--- src/rtl/halt_pkg.sv ---
package halt_pkg;
    typedef enum logic [1:0] {
        ST_RUN,
        ST_HALT,
        ST_DUMMY,
        ST_ACK
    } seq_state_t;

    typedef enum logic [1:0] {
        WK_PORT,
        WK_IRQ_RESUME,
        WK_IRQ_VECTOR,
        WK_WDT
    } wake_kind_t;
endpackage

--- src/rtl/halt_port_edge.sv ---
// Two-stage synchroniser plus previous-value compare on a masked port.
module halt_port_edge #(
    parameter int PORT_W = 8
) (
    input  logic              clk,
    input  logic              rst_n,
    input  logic [PORT_W-1:0] port_in,
    input  logic [PORT_W-1:0] mask,
    output logic              fall_any
);
    logic [PORT_W-1:0] sync1_q, sync2_q, prev_q;

    always_ff @(posedge clk or negedge rst_n) begin
        if (!rst_n) begin
            sync1_q <= '0;
            sync2_q <= '0;
            prev_q  <= '0;
        end else begin
            sync1_q <= port_in;
            sync2_q <= sync1_q;
            prev_q  <= sync2_q;
        end
    end

    assign fall_any = |(prev_q & ~sync2_q & mask);
endmodule

--- src/rtl/halt_irq_gate.sv ---
// Captures which requests were idle at halt entry; only those may wake.
module halt_irq_gate #(
    parameter int NIRQ = 4
) (
    input  logic            clk,
    input  logic            rst_n,
    input  logic            capture,
    input  logic [NIRQ-1:0] irq_req,
    input  logic [NIRQ-1:0] irq_en,
    input  logic            stack_full,
    output logic            wake,
    output logic            take_vector
);
    logic [NIRQ-1:0] armed_q;
    logic [NIRQ-1:0] live;

    always_ff @(posedge clk or negedge rst_n) begin
        if (!rst_n) begin
            armed_q <= '0;
        end else if (capture) begin
            armed_q <= ~irq_req;
        end
    end

    assign live        = irq_req & armed_q;
    assign wake        = |live;
    assign take_vector = (|(live & irq_en)) && !stack_full;
endmodule

--- src/rtl/halt_dummy_timer.sv ---
// Counts the post-wake dummy period; last is high in its final cycle.
module halt_dummy_timer #(
    parameter int CYCLES = 1024
) (
    input  logic clk,
    input  logic rst_n,
    input  logic start,
    input  logic run,
    output logic last
);
    localparam int CW = (CYCLES > 2) ? $clog2(CYCLES) : 1;
    localparam logic [CW-1:0] LAST_VAL = CW'(CYCLES - 1);

    logic [CW-1:0] cnt_q;

    always_ff @(posedge clk or negedge rst_n) begin
        if (!rst_n) begin
            cnt_q <= '0;
        end else if (start) begin
            cnt_q <= '0;
        end else if (run) begin
            cnt_q <= cnt_q + 1'b1;
        end
    end

    assign last = run && (cnt_q == LAST_VAL);
endmodule

--- src/rtl/halt_wake_seq.sv ---
module halt_wake_seq
    import halt_pkg::*;
#(
    parameter int PORT_W       = 8,
    parameter int NIRQ         = 4,
    parameter int DUMMY_CYCLES = 1024
) (
    input  logic              clk,
    input  logic              rst_n,
    input  logic              halt_req,
    input  logic [PORT_W-1:0] port_in,
    input  logic [PORT_W-1:0] port_wake_mask,
    input  logic [NIRQ-1:0]   irq_req,
    input  logic [NIRQ-1:0]   irq_en,
    input  logic              stack_full,
    input  logic              wdt_ovf,
    output logic              sys_clk_en,
    output logic              halt_out,
    output logic              halted,
    output logic              resume_pulse,
    output logic              vector_pulse,
    output logic              warm_rst_pulse
);
    seq_state_t state_q, state_d;
    wake_kind_t kind_q, kind_d;
    logic       capture, start_dummy, dummy_last;
    logic       port_fall, irq_wake, irq_vector;
    logic       resume_q, vector_q, warm_q;

    halt_port_edge #(.PORT_W(PORT_W)) u_port (
        .clk      (clk),
        .rst_n    (rst_n),
        .port_in  (port_in),
        .mask     (port_wake_mask),
        .fall_any (port_fall)
    );

    halt_irq_gate #(.NIRQ(NIRQ)) u_irq (
        .clk         (clk),
        .rst_n       (rst_n),
        .capture     (capture),
        .irq_req     (irq_req),
        .irq_en      (irq_en),
        .stack_full  (stack_full),
        .wake        (irq_wake),
        .take_vector (irq_vector)
    );

    halt_dummy_timer #(.CYCLES(DUMMY_CYCLES)) u_timer (
        .clk   (clk),
        .rst_n (rst_n),
        .start (start_dummy),
        .run   (state_q == ST_DUMMY),
        .last  (dummy_last)
    );

    // State register
    always_ff @(posedge clk or negedge rst_n) begin
        if (!rst_n) begin
            state_q <= ST_RUN;
            kind_q  <= WK_PORT;
        end else begin
            state_q <= state_d;
            kind_q  <= kind_d;
        end
    end

    // Next state
    always_comb begin
        state_d     = state_q;
        kind_d      = kind_q;
        capture     = 1'b0;
        start_dummy = 1'b0;
        unique case (state_q)
            ST_RUN: begin
                if (halt_req) begin
                    state_d = ST_HALT;
                    capture = 1'b1;
                end
            end
            ST_HALT: begin
                if (wdt_ovf) begin
                    state_d     = ST_DUMMY;
                    kind_d      = WK_WDT;
                    start_dummy = 1'b1;
                end else if (irq_wake) begin
                    state_d     = ST_DUMMY;
                    kind_d      = irq_vector ? WK_IRQ_VECTOR : WK_IRQ_RESUME;
                    start_dummy = 1'b1;
                end else if (port_fall) begin
                    state_d     = ST_DUMMY;
                    kind_d      = WK_PORT;
                    start_dummy = 1'b1;
                end
            end
            ST_DUMMY: begin
                if (dummy_last) begin
                    state_d = (kind_q == WK_IRQ_VECTOR) ? ST_ACK : ST_RUN;
                end
            end
            ST_ACK: begin
                state_d = ST_RUN;
            end
        endcase
    end

    // Outputs: registered one-cycle pulses, status decoded from state
    always_ff @(posedge clk or negedge rst_n) begin
        if (!rst_n) begin
            resume_q <= 1'b0;
            vector_q <= 1'b0;
            warm_q   <= 1'b0;
        end else begin
            resume_q <= (state_q == ST_DUMMY) && dummy_last &&
                        ((kind_q == WK_PORT) || (kind_q == WK_IRQ_RESUME));
            warm_q   <= (state_q == ST_DUMMY) && dummy_last && (kind_q == WK_WDT);
            vector_q <= (state_q == ST_ACK);
        end
    end

    assign sys_clk_en     = (state_q == ST_RUN);
    assign halt_out       = (state_q == ST_HALT);
    assign halted         = (state_q != ST_RUN);
    assign resume_pulse   = resume_q;
    assign vector_pulse   = vector_q;
    assign warm_rst_pulse = warm_q;
endmodule

--- config.mk ---
export PLATFORM = sky130hd
export DESIGN_NAME = halt_wake_seq
export DESIGN_NICKNAME = d
export VERILOG_FILES = /design/src/rtl/halt_pkg.sv /design/src/rtl/halt_port_edge.sv /design/src/rtl/halt_irq_gate.sv /design/src/rtl/halt_dummy_timer.sv /design/src/rtl/halt_wake_seq.sv
export SDC_FILE = /design/constraint.sdc
export NUM_CORES = 1
export LEC_CHECK = 0
export ABC_AREA = 1
export BUFFER_PORTS_ARGS = -buffer_cell sky130_fd_sc_hd__buf_2
export CORE_UTILIZATION = 29
export CTS_CLUSTER_SIZE = 10
export DETAILED_ROUTE_END_ITERATION = 8
export PLACE_DENSITY_LB_ADDON = 0.1
export SYNTH_ARGS = -nofsm -noshare
export SYNTH_HDL_FRONTEND = slang
export SYNTH_SLANG_ARGS = --single-unit
--- constraint.sdc ---
create_clock -name clk -period 2.3 [get_ports clk]
set_input_delay 0.575 -clock clk [delete_from_list [all_inputs] [get_ports clk]]
set_output_delay 0.575 -clock clk [all_outputs]
set_load 0.02 [all_outputs]
==> summary.md <==
| Metric | Value |
|---|---|
| Syn. warnings | 0 |
| Worst r2r src | u_timer.cnt_q[0] |
| Cts hold-fix bufs | 0 |
| Rel. slew slack | 66.7% |
| Core box area | 6030 um^2 |
| Synth Area per Inst | around 9 um^2 |
| Setup bufs post-CTS | 0 |
| #FFs+latches synth | 45 |
| Initial Util | 30.7% |
| Post-layout min period | around 1800 ps |
| Worst EP required | 1730 ps |
| Initial antenna violation count | 0 |
| Reg2reg setup slack | 760 ps |
| CTS resizes | 0 |
| H-tree depth | 2 |
| DRC violations left | 0 |
| Crit share post-route | 77.6% |
| Wirelength, routed | between 3000 and 4000 um |
| Fmax | about 560 MHz |
| Drt first pass iters | 4 |
| First-pass GRT wire length | 5870 um |
| Clock Tree Buf Depth | 2 |
| Worst Setup Start Kind | flop |
| Crit end category | output port |
| Top Ports | 35 |
| Fill count | 632 |
| Nets | approximately 270 |
| Cell Rows | 28 |
| CP Cell Sequence | inv_1 > nand2_1 > inv_1 > buf_2 |
| Die width | between 80 and 90 um |
| Worst R2R Path Depth | 6 |
| Via density | between 4 and 5 |
| Iteration-0 DRC Markers | 36 |
| PortBufs | 34 |
| Clock Latency Late Sink | around 300 ps |
| Placed cell areas | 2120 um^2 |
| Leakage | 1.15 nW |
| Peak supply drop | around 560 uV |
| GRT Residual Overflow | 0 |
| Commonest cells after routing, fill and taps aside | nand2_1 (53), dfrtp_1 (45), buf_2 (34), nand3_1 (28), inv_1 (23) |
| Status | finished clean |
| Hold crit path type | input port to async pin |
| Post-detail-place hpwl | 2600 um |
| CP Class | flop to output port |
| Setup TNS | 0 ps |
| WP buf/inv | 3 |
| Total number of vias | 1379 |
| Max Cap Violations | 0 |
| Slew Viols, Final | 0 |
| Root buf cell | clkbuf_8 |
| Clk sink count | 45 |
| Final Setup Violations | 0 |
| Number of global-route vias before repair | 1314 |
| Final hold violations | 0 |
| WHS | between 200 and 250 ps |
| Area growth from synthesis to layout | 20.9% |
| FF-to-FF End | state_q[0] |
| CTS tree | built |
| Commonest non-fill, non-tap cell in the layout | nand2_1 |
| Total track usage | approximately 12% |
| Share of cells above drive strength 1 | between 20% and 30% |
| Worst Tran Pin Value | 500 ps |
| Clock Pin Slew Worst Setup and Hold Paths | 90 ps |
| Die ar. | about 6700 um^2 |
| Syn Nets | 233 |
| Post-route cell area | 2230 um^2 |
| Total CTS buffers | 5 |
| Most frequent cell on the critical path | inv_1 |
| Post-synthesis cell type count | 21 |
| Largest net degree at the start of global routing | 26 |
| CP peak stage delay | 400 ps |
| CP Max Fanout | 3 |
| Post-Syn Area | 1850 um^2 |
| WL per Instance | 11.1 um |
| Worst Skew | 4.95 ps |
| Mapped Cells | 203 |
| Sequential element share of the synthesized area | between 60% and 70% |
| Multi-input combinational cell area | 616 um^2 |
| RSZ-0062 raised after global routing | false |
| CP max stage cell | dfrtp_1 |
| Worst Path Arrival | 1210 ps |
| Antenna cell count | 0 |
| Final Wtd Congestion | 0.760 |
| Register area | 1130 um^2 |
| CP top delay family | flip-flops |
| Die Y | 81.8 um |
| Final ANT Viol Nets | 0 |
| P per Cell Area | 1070 nW/um^2 |
-- kinds of logic after synthesis --
| family | share of synthesized area [%] |
|---|---|
| AND/OR/NAND/NOR | 27.3 |
| flip-flops | 60.9 |
| adder cells (fa/ha/maj) | 0.677 |
| AO/OA/AOI/OAI | 5.35 |
| buffers and inverters | 5.75 |
-- through the flow --
step | cells | setup slack (ps) | power [W] | utilization [%]
after floorplan | 203 | 698 | 0.00160 | -
after global placement | 311 | 709 | 0.00179 | 35.1
after detailed placement | 311 | 679 | 0.00179 | 35.1
after CTS | 319 | 486 | 0.00243 | 37.1
after global routing | 319 | 405 | 0.00259 | 37.1
final | 319 | 515 | 0.00239 | 37.1
-- cell type report --
cell class	count	area share [%]
well taps	75	4.20
inverters	24	4.03
multi-input cells	132	27.5
repair buffers	35	8.51
flip-flops and latches	45	50.4
clock inverters	3	2.24
clock buffers	5	3.08
-- how the worst max path moves through the flow --
stage          startpoint   endpoint  slack, ps  cells past startpoint
2_1_floorplan  state_q[0]     halted        700                      2
3_3_place_gp   irq_req[1]  kind_q[0]        710                     11
3_5_place_dp   irq_req[3]  kind_q[0]        680                     11
4_1_cts        state_q[1]   halt_out        490                      4
5_1_grt        state_q[0]     halted        410                      3
6_report       state_q[1]   halt_out        510                      4
-- state kept, by name, indices dropped and copies added, names as in the netlist --
| name | cells |
|---|---|
| warm_rst_pulse | 1 |
| state_q | 2 |
| u_port.sync1_q | 8 |
| u_port.sync2_q | 8 |
| u_timer.cnt_q | 10 |
| u_irq.armed_q | 4 |
| kind_q | 2 |
| resume_pulse | 1 |
| u_port.prev_q | 8 |
| vector_pulse | 1 |
-- layer usage --
metal / GRT usage [%] / vias to the layer above / part of all wire [%]
li1: - / 725 / -
met2: 19.6 / 31 / 45
met5: 0 / - / 0
met3: 3.89 / 5 / 5.5
met4: 5.26 / 0 / 1.8
met1: 14.4 / 618 / 48
-- cells in the mapped netlist, drive strengths merged --
| master | instances | area share (%) |
|---|---|---|
| a21oi | 6 | 1.6 |
| a21boi | 1 | 0.61 |
| nand4 | 3 | 1.0 |
| or2 | 3 | 1.0 |
| inv | 24 | 4.9 |
| o22ai | 1 | 0.34 |
| nor2 | 22 | 5.4 |
| nand3b | 2 | 0.81 |
| o21ai | 9 | 2.4 |
| nand3 | 28 | 7.6 |
| a31oi | 1 | 0.34 |
| ha | 1 | 0.68 |
| nand2 | 55 | 11 |
| dfrtp | 45 | 61 |
| buf | 2 | 0.88 |
-- power breakdown --
group	switching [W]	internal, W
clock	0.000300	0.000333
sequential	0.000166	0.000964
combinational	0.000398	0.000227
total	0.000865	0.00152
Note: power is estimated with default switching activity, not from simulation.
